<file path="src/rtl/tfp_pkg.sv">
package tfp_pkg;
  typedef enum logic [2:0] {
    ST_HUNT = 3'd0,
    ST_HDR  = 3'd1,
    ST_ROW  = 3'd2,
    ST_COL  = 3'd3,
    ST_STOP = 3'd4,
    ST_HOLD = 3'd5
  } tfp_state_e;
endpackage

</file>
<file path="src/rtl/tfp_ctrl.sv">
module tfp_ctrl
  import tfp_pkg::*;
#(
  parameter int HDR_ONES = 9,
  parameter int NROWS    = 10,
  parameter int NIB_W    = 4,
  localparam int ROW_BITS = NIB_W + 1,
  localparam int CNT_MAX  = (HDR_ONES > ROW_BITS) ? HDR_ONES : ROW_BITS,
  localparam int CW       = $clog2(CNT_MAX + 1),
  localparam int RW       = (NROWS > 1) ? $clog2(NROWS) : 1
) (
  input  logic          clk,
  input  logic          rst_n,
  input  logic          bit_valid,
  input  logic          bit_value,
  input  logic          ack,
  input  logic          row_ok,
  input  logic          col_match,
  output logic          clr_all,
  output logic          shift_en,
  output logic          row_end,
  output logic          slot_wr,
  output logic [RW-1:0] row_idx,
  output logic          commit,
  output logic          frame_ready
);

  tfp_state_e    st_q, st_d;
  logic [CW-1:0] cnt_q, cnt_d;
  logic [RW-1:0] row_q, row_d;
  logic          last_bit;
  logic          step;

  assign last_bit    = (cnt_q == CW'(1));
  assign step        = bit_valid | ack;
  assign row_idx     = row_q;
  assign frame_ready = (st_q == ST_HOLD);

  // next-state process
  always_comb begin
    st_d     = st_q;
    cnt_d    = cnt_q;
    row_d    = row_q;
    clr_all  = 1'b0;
    shift_en = 1'b0;
    row_end  = 1'b0;
    slot_wr  = 1'b0;
    commit   = 1'b0;
    unique case (st_q)
      ST_HUNT: begin
        if (bit_valid && bit_value) begin
          st_d  = ST_HDR;
          cnt_d = CW'(HDR_ONES - 1);
        end
      end
      ST_HDR: begin
        if (bit_valid) begin
          if (!bit_value) begin
            st_d = ST_HUNT;
          end else if (last_bit) begin
            st_d    = ST_ROW;
            cnt_d   = CW'(ROW_BITS);
            row_d   = '0;
            clr_all = 1'b1;
          end else begin
            cnt_d = cnt_q - 1'b1;
          end
        end
      end
      ST_ROW: begin
        if (bit_valid) begin
          if (last_bit) begin
            row_end = 1'b1;
            if (!row_ok) begin
              st_d = ST_HUNT;
            end else begin
              slot_wr = 1'b1;
              if (row_q == RW'(NROWS - 1)) begin
                st_d  = ST_COL;
                cnt_d = CW'(NIB_W);
              end else begin
                row_d = row_q + 1'b1;
                cnt_d = CW'(ROW_BITS);
              end
            end
          end else begin
            shift_en = 1'b1;
            cnt_d    = cnt_q - 1'b1;
          end
        end
      end
      ST_COL: begin
        if (bit_valid) begin
          if (last_bit) begin
            st_d = col_match ? ST_STOP : ST_HUNT;
          end else begin
            shift_en = 1'b1;
            cnt_d    = cnt_q - 1'b1;
          end
        end
      end
      ST_STOP: begin
        if (bit_valid) begin
          if (!bit_value) begin
            st_d   = ST_HOLD;
            commit = 1'b1;
          end else begin
            st_d = ST_HUNT;
          end
        end
      end
      ST_HOLD: begin
        if (ack) st_d = ST_HUNT;
      end
      default: st_d = ST_HUNT;
    endcase
  end

  // register process
  always_ff @(posedge clk or negedge rst_n) begin
    if (!rst_n) begin
      st_q  <= ST_HUNT;
      cnt_q <= '0;
      row_q <= '0;
    end else if (step) begin
      st_q  <= st_d;
      cnt_q <= cnt_d;
      row_q <= row_d;
    end
  end

  a_r2_hunt_zero: assert property (@(posedge clk) disable iff (!rst_n)
    (st_q == ST_HUNT && bit_valid && !bit_value) |=> (st_q == ST_HUNT));
  a_r4_row_range: assert property (@(posedge clk) disable iff (!rst_n)
    row_q <= RW'(NROWS - 1));
  a_r7_ready_cause: assert property (@(posedge clk) disable iff (!rst_n)
    $rose(frame_ready) |-> $past(st_q == ST_STOP && bit_valid && !bit_value));
  a_r8_ready_persist: assert property (@(posedge clk) disable iff (!rst_n)
    (frame_ready && !ack) |=> frame_ready);
  a_r9_ack_drop: assert property (@(posedge clk) disable iff (!rst_n)
    (frame_ready && ack) |=> !frame_ready);

endmodule

</file>
<file path="src/rtl/tfp_parity.sv">
module tfp_parity #(
  parameter int NIB_W = 4
) (
  input  logic             clk,
  input  logic             rst_n,
  input  logic             clr_all,
  input  logic             shift_en,
  input  logic             row_end,
  input  logic             bit_value,
  output logic [NIB_W-1:0] acc,
  output logic             row_ok,
  output logic             col_match
);

  logic [NIB_W-1:0] acc_q, acc_d;
  logic [NIB_W-1:0] cpar_q, cpar_d;
  logic             rpar_q, rpar_d;
  logic             upd;

  assign acc       = acc_q;
  assign row_ok    = ~(rpar_q ^ bit_value);
  assign col_match = ({acc_q[NIB_W-2:0], bit_value} == cpar_q);
  assign upd       = clr_all | row_end | shift_en;

  always_comb begin
    acc_d  = acc_q;
    cpar_d = cpar_q;
    rpar_d = rpar_q;
    if (clr_all) begin
      acc_d  = '0;
      cpar_d = '0;
      rpar_d = 1'b0;
    end else if (row_end) begin
      acc_d  = '0;
      rpar_d = 1'b0;
      if (row_ok) cpar_d = cpar_q ^ acc_q;
    end else if (shift_en) begin
      acc_d  = {acc_q[NIB_W-2:0], bit_value};
      rpar_d = rpar_q ^ bit_value;
    end
  end

  always_ff @(posedge clk or negedge rst_n) begin
    if (!rst_n) begin
      acc_q  <= '0;
      cpar_q <= '0;
      rpar_q <= 1'b0;
    end else if (upd) begin
      acc_q  <= acc_d;
      cpar_q <= cpar_d;
      rpar_q <= rpar_d;
    end
  end

  a_r5_clear_start: assert property (@(posedge clk) disable iff (!rst_n)
    clr_all |=> (acc_q == '0 && cpar_q == '0 && rpar_q == 1'b0));
  a_r4_row_restart: assert property (@(posedge clk) disable iff (!rst_n)
    row_end |=> (acc_q == '0 && rpar_q == 1'b0));

endmodule

</file>
<file path="src/rtl/tfp_slots.sv">
module tfp_slots #(
  parameter int NROWS = 10,
  parameter int NIB_W = 4,
  localparam int RW   = (NROWS > 1) ? $clog2(NROWS) : 1,
  localparam int OW   = NROWS * NIB_W
) (
  input  logic             clk,
  input  logic             rst_n,
  input  logic             slot_wr,
  input  logic [RW-1:0]    row_idx,
  input  logic [NIB_W-1:0] acc,
  input  logic             commit,
  output logic [OW-1:0]    nibbles
);

  logic [OW-1:0] stage_flat;
  logic [OW-1:0] out_q;

  for (genvar i = 0; i < NROWS; i++) begin : g_slot
    logic [NIB_W-1:0] stage_q;
    logic             wr_here;
    assign wr_here = slot_wr && (row_idx == RW'(i));
    always_ff @(posedge clk or negedge rst_n) begin
      if (!rst_n) stage_q <= '0;
      else if (wr_here) stage_q <= acc;
    end
    assign stage_flat[(NROWS-1-i)*NIB_W +: NIB_W] = stage_q;
  end

  always_ff @(posedge clk or negedge rst_n) begin
    if (!rst_n) out_q <= '0;
    else if (commit) out_q <= stage_flat;
  end

  assign nibbles = out_q;

  a_r10_out_stable: assert property (@(posedge clk) disable iff (!rst_n)
    !commit |=> $stable(out_q));

endmodule

</file>
<file path="src/rtl/tag_frame_parser.sv">
module tag_frame_parser #(
  parameter int HDR_ONES = 9,
  parameter int NROWS    = 10,
  parameter int NIB_W    = 4,
  localparam int RW      = (NROWS > 1) ? $clog2(NROWS) : 1,
  localparam int OW      = NROWS * NIB_W
) (
  input  logic          clk,
  input  logic          rst_n,
  input  logic          bit_valid,
  input  logic          bit_value,
  input  logic          ack,
  output logic          frame_ready,
  output logic [OW-1:0] nibbles
);

  logic             clr_all, shift_en, row_end, slot_wr, commit;
  logic             row_ok, col_match;
  logic [RW-1:0]    row_idx;
  logic [NIB_W-1:0] acc;

  tfp_ctrl #(.HDR_ONES(HDR_ONES), .NROWS(NROWS), .NIB_W(NIB_W)) ctrl_i (
    .clk(clk), .rst_n(rst_n), .bit_valid(bit_valid), .bit_value(bit_value),
    .ack(ack), .row_ok(row_ok), .col_match(col_match), .clr_all(clr_all),
    .shift_en(shift_en), .row_end(row_end), .slot_wr(slot_wr),
    .row_idx(row_idx), .commit(commit), .frame_ready(frame_ready)
  );

  tfp_parity #(.NIB_W(NIB_W)) par_i (
    .clk(clk), .rst_n(rst_n), .clr_all(clr_all), .shift_en(shift_en),
    .row_end(row_end), .bit_value(bit_value), .acc(acc), .row_ok(row_ok),
    .col_match(col_match)
  );

  tfp_slots #(.NROWS(NROWS), .NIB_W(NIB_W)) slots_i (
    .clk(clk), .rst_n(rst_n), .slot_wr(slot_wr), .row_idx(row_idx),
    .acc(acc), .commit(commit), .nibbles(nibbles)
  );

endmodule

</file>
<file path="config.mk">
export PLATFORM = sky130hd
export DESIGN_NAME = tag_frame_parser
export DESIGN_NICKNAME = d
export VERILOG_FILES = /design/src/rtl/tfp_pkg.sv /design/src/rtl/tfp_ctrl.sv /design/src/rtl/tfp_parity.sv /design/src/rtl/tfp_slots.sv /design/src/rtl/tag_frame_parser.sv
export SDC_FILE = /design/constraint.sdc
export NUM_CORES = 1
export LEC_CHECK = 0
export BUFFER_PORTS_ARGS = -buffer_cell sky130_fd_sc_hd__buf_2
export CAP_MARGIN = 30
export CORE_UTILIZATION = 40
export DETAILED_ROUTE_END_ITERATION = 8
export PLACE_DENSITY = 0.58
export SYNTH_ARGS = -nofsm -noshare
export SYNTH_HDL_FRONTEND = slang
export SYNTH_SLANG_ARGS = --single-unit
</file>
<file path="constraint.sdc">
create_clock -name clk -period 2.8 [get_ports clk]
set_input_delay 0.56 -clock clk [delete_from_list [all_inputs] [get_ports clk]]
set_output_delay 0.56 -clock clk [all_outputs]
set_load 0.03 [all_outputs]
</file>
Yosys cells after proc, flatten, opt, wreduce, memory -nomap -nowiden. Index checks and enable logic that the tools add are counted.

Word-level logic and storage cells: 139. Register bits: 100. Output and inout port bits: 41.

Add/subtract/negate cells: 2. Eq/ne operators: 33. Reduce and logical (&&, ||, !) cells: 23. Muxes and demuxes: 59. Bitwise gates (word level): 5.

Operator list (count): $mux 4 (22); $mux 3 (14); $mux 1 (20); $ne 2x2->1 const B (9); $pmux 3 s6 (1); $reduce_and 9->1 (2); $eq 4x3->1 const B (4); $pmux 4 s4 (1); $logic_and 1x1->1 (11); $reduce_and 11->1 (1); $ne 2x1->1 const B (5); $eq 4x1->1 const B (2); $eq 4x2->1 const B (2); $eq 4x4->1 const B (2); $pmux 4 s2 (1); $eq 3x2->1 const B (2); $eq 3x3->1 const B (2); $add 4x1->4 const B (1); $eq 4x4->1 (1); $logic_not 4->1 (1); $reduce_bool 2->1 (2); $reduce_bool 4->1 (1); $sub 4x1->4 const B (1); $xor 4x4->4 (1); 11 further kinds (13).

Logic depth before layout (Yosys ltp). Gate-level depths: netlist of the first run.

Word-level depth: 8. Depth in mapped cells: 7. Gate-level depth less buffers: 6.

Cells and area by module. From an unflattened synthesis of the first run, not the netlist that was laid out.

Cell total of the unflattened synthesis: 335. Area, all modules: 4453.0 um^2.

Modules (own cells, without submodules): tfp_slots (cells an instance 184, area an instance 3061.7 um^2, instances 1); tfp_ctrl (cells an instance 106, area an instance 899.6 um^2, instances 1); tfp_parity (cells an instance 45, area an instance 491.7 um^2, instances 1).

Least setup slack after synthesis of the first run. Ideal clock, no wire load.

Path kind: reg-to-output. Start point: reg ctrl_i.st_q[0]. End point: out frame_ready. Setup slack: 518 ps. Arrival: 1722 ps. Stages on the path, launching flop included: 5. Path through: dfrtp_1 -> clkbuf_1 -> clkbuf_1 -> inv_1 -> nor3_1.

Cells in the longest elaborated chain, start to end: 1.

RTL lines: start, declared (RTL line tfp_ctrl.sv:28) `tfp_state_e st_q, st_d;`; start signal, assigned (RTL line tfp_ctrl.sv:126) `st_q <= st_d;`; $eq 3x3->1 (RTL line tfp_ctrl.sv:37) `assign frame_ready = (st_q == ST_HOLD);`; end, declared (RTL line tag_frame_parser.sv:13) `output logic frame_ready,`.

Every way passes these cells.

Worst setup path after layout of the first run.
Start point: reg ctrl_i.cnt_q[1]. End point: reg slots_i.g_slot[6].stage_q[2].

Cells in the longest elaborated chain, start to end: 5.

RTL lines: start, declared (RTL line tfp_ctrl.sv:29) `logic [CW-1:0] cnt_q, cnt_d;`; start signal, assigned (RTL line tfp_ctrl.sv:127) `cnt_q <= cnt_d;`; $eq 4x1->1 (RTL line tfp_ctrl.sv:34) `assign last_bit = (cnt_q == CW'(1));`; $mux 1 (RTL line tfp_ctrl.sv:72) `if (last_bit) begin`; $mux 1 (RTL line tfp_ctrl.sv:71) `if (bit_valid) begin`; $mux 1 (RTL line tfp_ctrl.sv:49) `unique case (st_q)`; $logic_and 1x1->1 (RTL line tfp_slots.sv:22) `assign wr_here = slot_wr && (row_idx == RW'(i));`; end signal, assigned (RTL line tfp_slots.sv:24) `if (!rst_n) stage_q <= '0;`; end signal, assigned (RTL line tfp_slots.sv:25) `else if (wr_here) stage_q <= acc;`; end, declared (RTL line tfp_slots.sv:20) `logic [NIB_W-1:0] stage_q;`.

Every way passes these cells. A chain may end at the register's enable or synchronous reset.

==> results of run 1 <==
## per-layer routing
layer / global-route usage, % / part of all wire [%] / vias to the layer above
met2: 26.8 / 49 / 46
met3: 2.42 / 2.5 / 11
li1: - / - / 1311
met4: 7.24 / 1.7 / 0
met5: 0 / 0 / -
met1: 22.6 / 47 / 1438
## per-stage QoR
step	cell area [um^2]	util [%]	total power (W)	instances
2_1_floorplan	4480	-	0.00196	338
5_1_grt	5110	46.9	0.00319	533
3_5_place_dp	4920	45.2	0.00214	517
4_1_cts	5110	46.9	0.00305	533
3_3_place_gp	4920	45.2	0.00213	517
6_report	5110	46.9	0.00302	533
## power by group through the flow
stage	Combinational [W]	Sequential, W	Clock, W
floorplan	0.000377	0.00159	0
global placement	0.000470	0.00166	0
detailed placement	0.000483	0.00166	0
CTS	0.000484	0.00163	0.000931
global route	0.000544	0.00164	0.00100
finish	0.000486	0.00163	0.000902
## Yosys cell counts, types with 4 or more instances
library cell and instances:
a21o_1 4, a21oi_1 13, buf_2 4, clkbuf_1 13, dfrtp_1 100, ha_1 6, inv_1 8, mux2_2 71
mux2_4 12, nand2_1 10, nand3b_1 5, nand4_1 4, nor2_1 13, nor2b_1 4, nor3_1 6, o21ai_0 11
xnor2_1 4, xor2_1 4
## sequential cells by signal, summed over array words and instances, names as in the netlist
signal                  count
ctrl_i.cnt_q                4
ctrl_i.row_idx              4
ctrl_i.st_q                 3
par_i.acc                   4
par_i.cpar_q                4
par_i.rpar_q                1
slots_i.g_slot.stage_q     40
slots_i.nibbles            40
## worst max path at each step
stage / endpoint / slack [ns] / depth (start not counted) / start
final: slots_i.g_slot[6].stage_q[2] / 0.53 / 6 / ctrl_i.cnt_q[1]
after global routing: slots_i.g_slot[6].stage_q[3] / 0.39 / 6 / ctrl_i.cnt_q[1]
after CTS: slots_i.g_slot[6].stage_q[0] / 0.54 / 6 / ctrl_i.cnt_q[1]
after detailed placement: slots_i.g_slot[6].stage_q[2] / 0.44 / 5 / bit_valid
after global placement: slots_i.g_slot[6].stage_q[0] / 0.59 / 5 / bit_valid
after floorplan: frame_ready / 0.52 / 4 / ctrl_i.st_q[0]
## worst register-to-register path, stage by stage, from the launching register on
cell and delay (ns):
dfrtp_1 0.41, inv_1 0.10, ha_1 0.17, and4bb_2 0.33
nand3_4 0.15, nor3_1 0.59, mux2_2 0.41
## cells by family after synthesis
family / count (synthesis)
adders and majority gates: 6
and+or+nand+nor: 65
muxes: 85
AOI/OAI and AO/OA: 47
DFF: 100
xor gates and xnor gates: 9
buffers and inverters: 26
## layout make-up
| class | count | area [um^2] |
|---|---|---|
| clock buffers | 10 | 138 |
| well taps | 140 | 175 |
| multi-input cells | 212 | 1880 |
| flip-flops and latches | 100 | 2500 |
| repair buffers | 57 | 330 |
| fillers | 986 | 5780 |
| inverters | 8 | 30.0 |
| clock inverters | 6 | 52.6 |
==> results.ini, run 1 <==
[pwr]
sw_frac_of_total_pct = 31.3
intPower_w = 0.00207
leakage_nw = 2.61
combPwrFrac_pct = 16.1
clockPowerShare_pct = 29.9
p_seq_share_pct = 54.0
ir_drop_mv = 0.235
power.density_mw_per_mm2 = 591
power.switching_w = 0.000945

[clock_network]
cts_hold_buf = 0
clk_pin_slew_worst_paths_ns = 0.10
cts_setup_buffers = 0
clockBufferDepth = 2
tritoncts = built
cts_resized = 0
cts_sinks = 100
worstSkewPairLatency_ns = 0.37
cts_htree_levels = 3
root_buffer = clkbuf_8
cts_buffers = 9

[synthesis]
synth_flop_cell = dfrtp_1
synth_top_family_by_area = multiplexers
synth-xor-area-share_pct = 1.93
synth_top_area_share_pct = 55.8
synth_compound_area_share_pct = 6.70
syn_inst = 338
synthMuxAreaShare_pct = 22.3
yosys.area_share.simple_pct = 9.18
synth_edf_count = 0
synthAdderAreaFrac_pct = 1.68
synth_seq_cells = 100
synth_nets = 349
avgSynthCellArea_um2 = 13.3
netlist_area_mm2 = 0.00448
yosysSeqAreaShare_pct = 55.8
synth.area.top_cells = dfrtp_1, mux2_2, mux2_4
async_flop_share_pct = 100
yosys_warnings = 0
ys_types = 47
synth_top_cell_by_area = dfrtp_1

[sta]
fin_skew_ns = 0.0111
fin_ws_ns = 0.532
post-route-period-util_pct = 81.0
holdWs_ns = 0.138
drv_slew = 0
period_needed_ns = 2.27
max_freq_mhz = 441
worst_pin_slew_ns = 0.671
setup_tns_ns = 0
rsz0062_at_grt = no
timing.final.hold_violations = 0
maxSlewHeadroom_pct = 54.9
setup_viol = 0

[route]
wl_per_cell_um = 16.3
vias = 2806
ant_nets = 0
remaining_drc_errors = 0
routed_via_density = 5.26
first_pass_iters = 4
wirelength_um = 8690
drt_iter0_drc = 78

[place]
io_buffers = 45
gp_congestion = 0.824
place_ws_ns = 0.438
detailed_place_hpwl_um = 5970

[floorplan]
fp-row-count = 38
io_pins = 46
die_x_um = 108
fp.dieH_um = 108
core_mm2 = 0.0109
die-area_mm2 = 0.0116
start_util_pct = 41.2

[layout]
areaGrowthSynthToFinish_pct = 14.0
antennaDiodeCount = 0
nets = 399
layout_commonest_cell = dfrtp_1
drive_above_1_share_pct = 42.7
final_cell_mix = dfrtp_1, mux2_2, buf_2

[setup_path]
crit_buf_inv = 1
r2r_cells = 6
cpPeakStageDelay_ns = 0.59
worstSetupEndpointType = register
r2r-end = slots_i.g_slot[6].stage_q[2]
rrSetupSlack_ns = 0.53
crit_arrival_ns = 2.53
start_kind = register
rr_startpoint = ctrl_i.cnt_q[1]
cpMaxStageDelayCell = nor3_1
crit_chain = inv_1 > ha_1 > and4bb_2 > nand3_4 > nor3_1 > mux2_2
cp.required_ns = 3.07
path_delay_family = simple AND/OR/NAND/NOR gates
crit_type = reg2reg
worst-path-max-fanout = 10

[global_route]
grt_overflow = 0
grt_pass1_vias = 2812
antenna_found_initial = 0
grt_max_degree = 46
grt_usage_pct = 16.7
grt_first_pass_wirelength_um = 14800

[run_status]
outcome = completed

[job]
drv_cap = 0

[hold_path]
min_path_type = in2async

(Power assumes the default switching activity.)
==> run 2, diff against run 1 <==
clock period = 2.2 ns   (was 2.8 ns; I/O delays follow)
==> results.ini, run 2 (synthesized netlist as in run 1, its figures left out) <==
[route]
vias = 2840  ; +1.2%
drt_iter0_drc = 119  ; +53%
wl_per_cell_um = 15.8  ; -3.2%
remaining_drc_errors = 0  ; unchanged
wirelength_um = 8650  ; -0.46%
routed_via_density = 5.18  ; -1.6%
ant_nets = 0  ; unchanged
first_pass_iters = 4  ; unchanged

[floorplan]
fp.dieH_um = 108  ; unchanged
core_mm2 = 0.0109  ; unchanged
fp-row-count = 38  ; unchanged
start_util_pct = 41.2  ; unchanged
die_x_um = 108  ; unchanged
die-area_mm2 = 0.0116  ; unchanged
io_pins = 46  ; unchanged

[layout]
layout_commonest_cell = dfrtp_1
fin_util_pct = 48.3  ; +1.4 points
areaGrowthSynthToFinish_pct = 17.4
fillers = 981  ; -0.51%
nets = 414  ; +3.8%
drive_above_1_share_pct = 45.3  ; +2.6 points
final_cell_mix = dfrtp_1, mux2_2, buf_2
antennaDiodeCount = 0  ; unchanged

[sta]
fin_skew_ns = 0.0104  ; -0.000701 ns
setup_tns_ns = 0  ; unchanged
rsz0062_at_grt = no
maxSlewHeadroom_pct = 60.1  ; +5.2 points
setup_viol = 0  ; unchanged
max_freq_mhz = 467  ; +5.9%
drv_slew = 0  ; unchanged
holdWs_ns = 0.0400  ; -0.0983 ns
period_needed_ns = 2.14  ; -0.126 ns
timing.final.hold_violations = 0  ; unchanged
worst_pin_slew_ns = 0.594  ; -0.0779 ns
post-route-period-util_pct = 97.4  ; +16 points

[clock_network]
cts_htree_levels = 3  ; unchanged
cts_sinks = 100  ; unchanged
worstSkewPairLatency_ns = 0.37  ; about the same
cts_buffers = 9  ; unchanged
tritoncts = built
root_buffer = clkbuf_8
cts_hold_buf = 0  ; unchanged
clockBufferDepth = 2  ; unchanged
clk_pin_slew_worst_paths_ns = 0.11  ; about the same

[global_route]
grt_max_degree = 44  ; -4.3%
grt_pass1_vias = 2844  ; +1.1%
antenna_found_initial = 0  ; unchanged
grt_overflow = 0  ; unchanged
grt_first_pass_wirelength_um = 14400  ; -2.6%
grt_usage_pct = 16.2  ; -0.50 points

[pwr]
power.density_mw_per_mm2 = 755  ; +28%
ir_drop_mv = 0.266  ; +13%
leakage_nw = 2.69  ; +3.3%

[setup_path]
worst-path-max-fanout = 8  ; -2
start_kind = register
cp.required_ns = 2.45  ; -0.62 ns
crit_type = reg2reg
worstSetupEndpointType = register
crit_arrival_ns = 2.40  ; -0.13 ns

[place]
gp_congestion = 0.783  ; -4.9%
detailed_place_hpwl_um = 6020  ; +0.72%
io_buffers = 45  ; unchanged

[job]
drv_cap = 0  ; unchanged

[run_status]
outcome = completed

[hold_path]
min_path_type = in2async

## run 2: cell count changes in the layout (fill, tap and decap cells not counted), sizes merged
cell      delta
buf         +15
bufinv       +1
clkbuf       -1
clkinvlp     +1
inv          -1
## run 2: layout make-up
type	count	area [um^2]	share of cell area, %
repair buffers	72	455	8.65
clock inverters	7	95.1	1.81
clock buffers	9	124	2.35
multi-input cells	212	1880	35.7
well taps	140	175	3.33
inverters	8	30.0	0.570
flip-flops and latches	100	2500	47.5
## run 2: final timing paths
path	from	slack [ns]	end	cells after the start
max	ctrl_i.cnt_q[1]	0.06	slots_i.g_slot[2].stage_q[2]	6
min	rst_n	0.04	slots_i.nibbles[27]	1
max reg2reg	ctrl_i.cnt_q[1]	0.06	slots_i.g_slot[2].stage_q[2]	6
min reg2reg	slots_i.nibbles[34]	0.51	slots_i.nibbles[34]	1
max in group asynchronous	rst_n	1.51	slots_i.g_slot[7].stage_q[2]	2
min in group clk	slots_i.nibbles[34]	0.51	slots_i.nibbles[34]	1
## run 2: critical path: stages (launching register included)
cell and delay, ns:
dfrtp_1 0.42, inv_2 0.08, ha_2 0.18, and4bb_2 0.28, nand3_4 0.13, or4b_4 0.62, mux2_4 0.32
## run 2: what timing repair did
action                     CTS  global route
setup buffers                0             3
hold endpoints to repair     0             0
gates resized for setup      0             2
setup endpoints to repair    0            12
## run 2: metal layers
layer	vias to the layer above	routed length (um)	global-route usage, %
met3	9	211	3.09
met2	41	4120	25.6
li1	1348	-	-
met1	1442	4200	21.8
met4	0	125	6.75
met5	-	0	0
## run 2: where the power goes
part	total (W)	internal (W)	switching, W
Sequential	0.00204	0.00191	0.000130
Combinational	0.000676	0.000289	0.000387
Clock	0.00126	0.000559	0.000700
## run 2: through the flow
stage / total power [W] / instance area (um^2) / cells / setup WS (ns)
floorplan: 0.00250 / 4480 / 338 / 0.0382
CTS: 0.00401 / 5240 / 545 / 0.0396
global route: 0.00419 / 5260 / 548 / 0.00193
global placement: 0.00273 / 5020 / 529 / 0.0849
detailed placement: 0.00275 / 5020 / 529 / 0.0675
finish: 0.00397 / 5260 / 548 / 0.0573
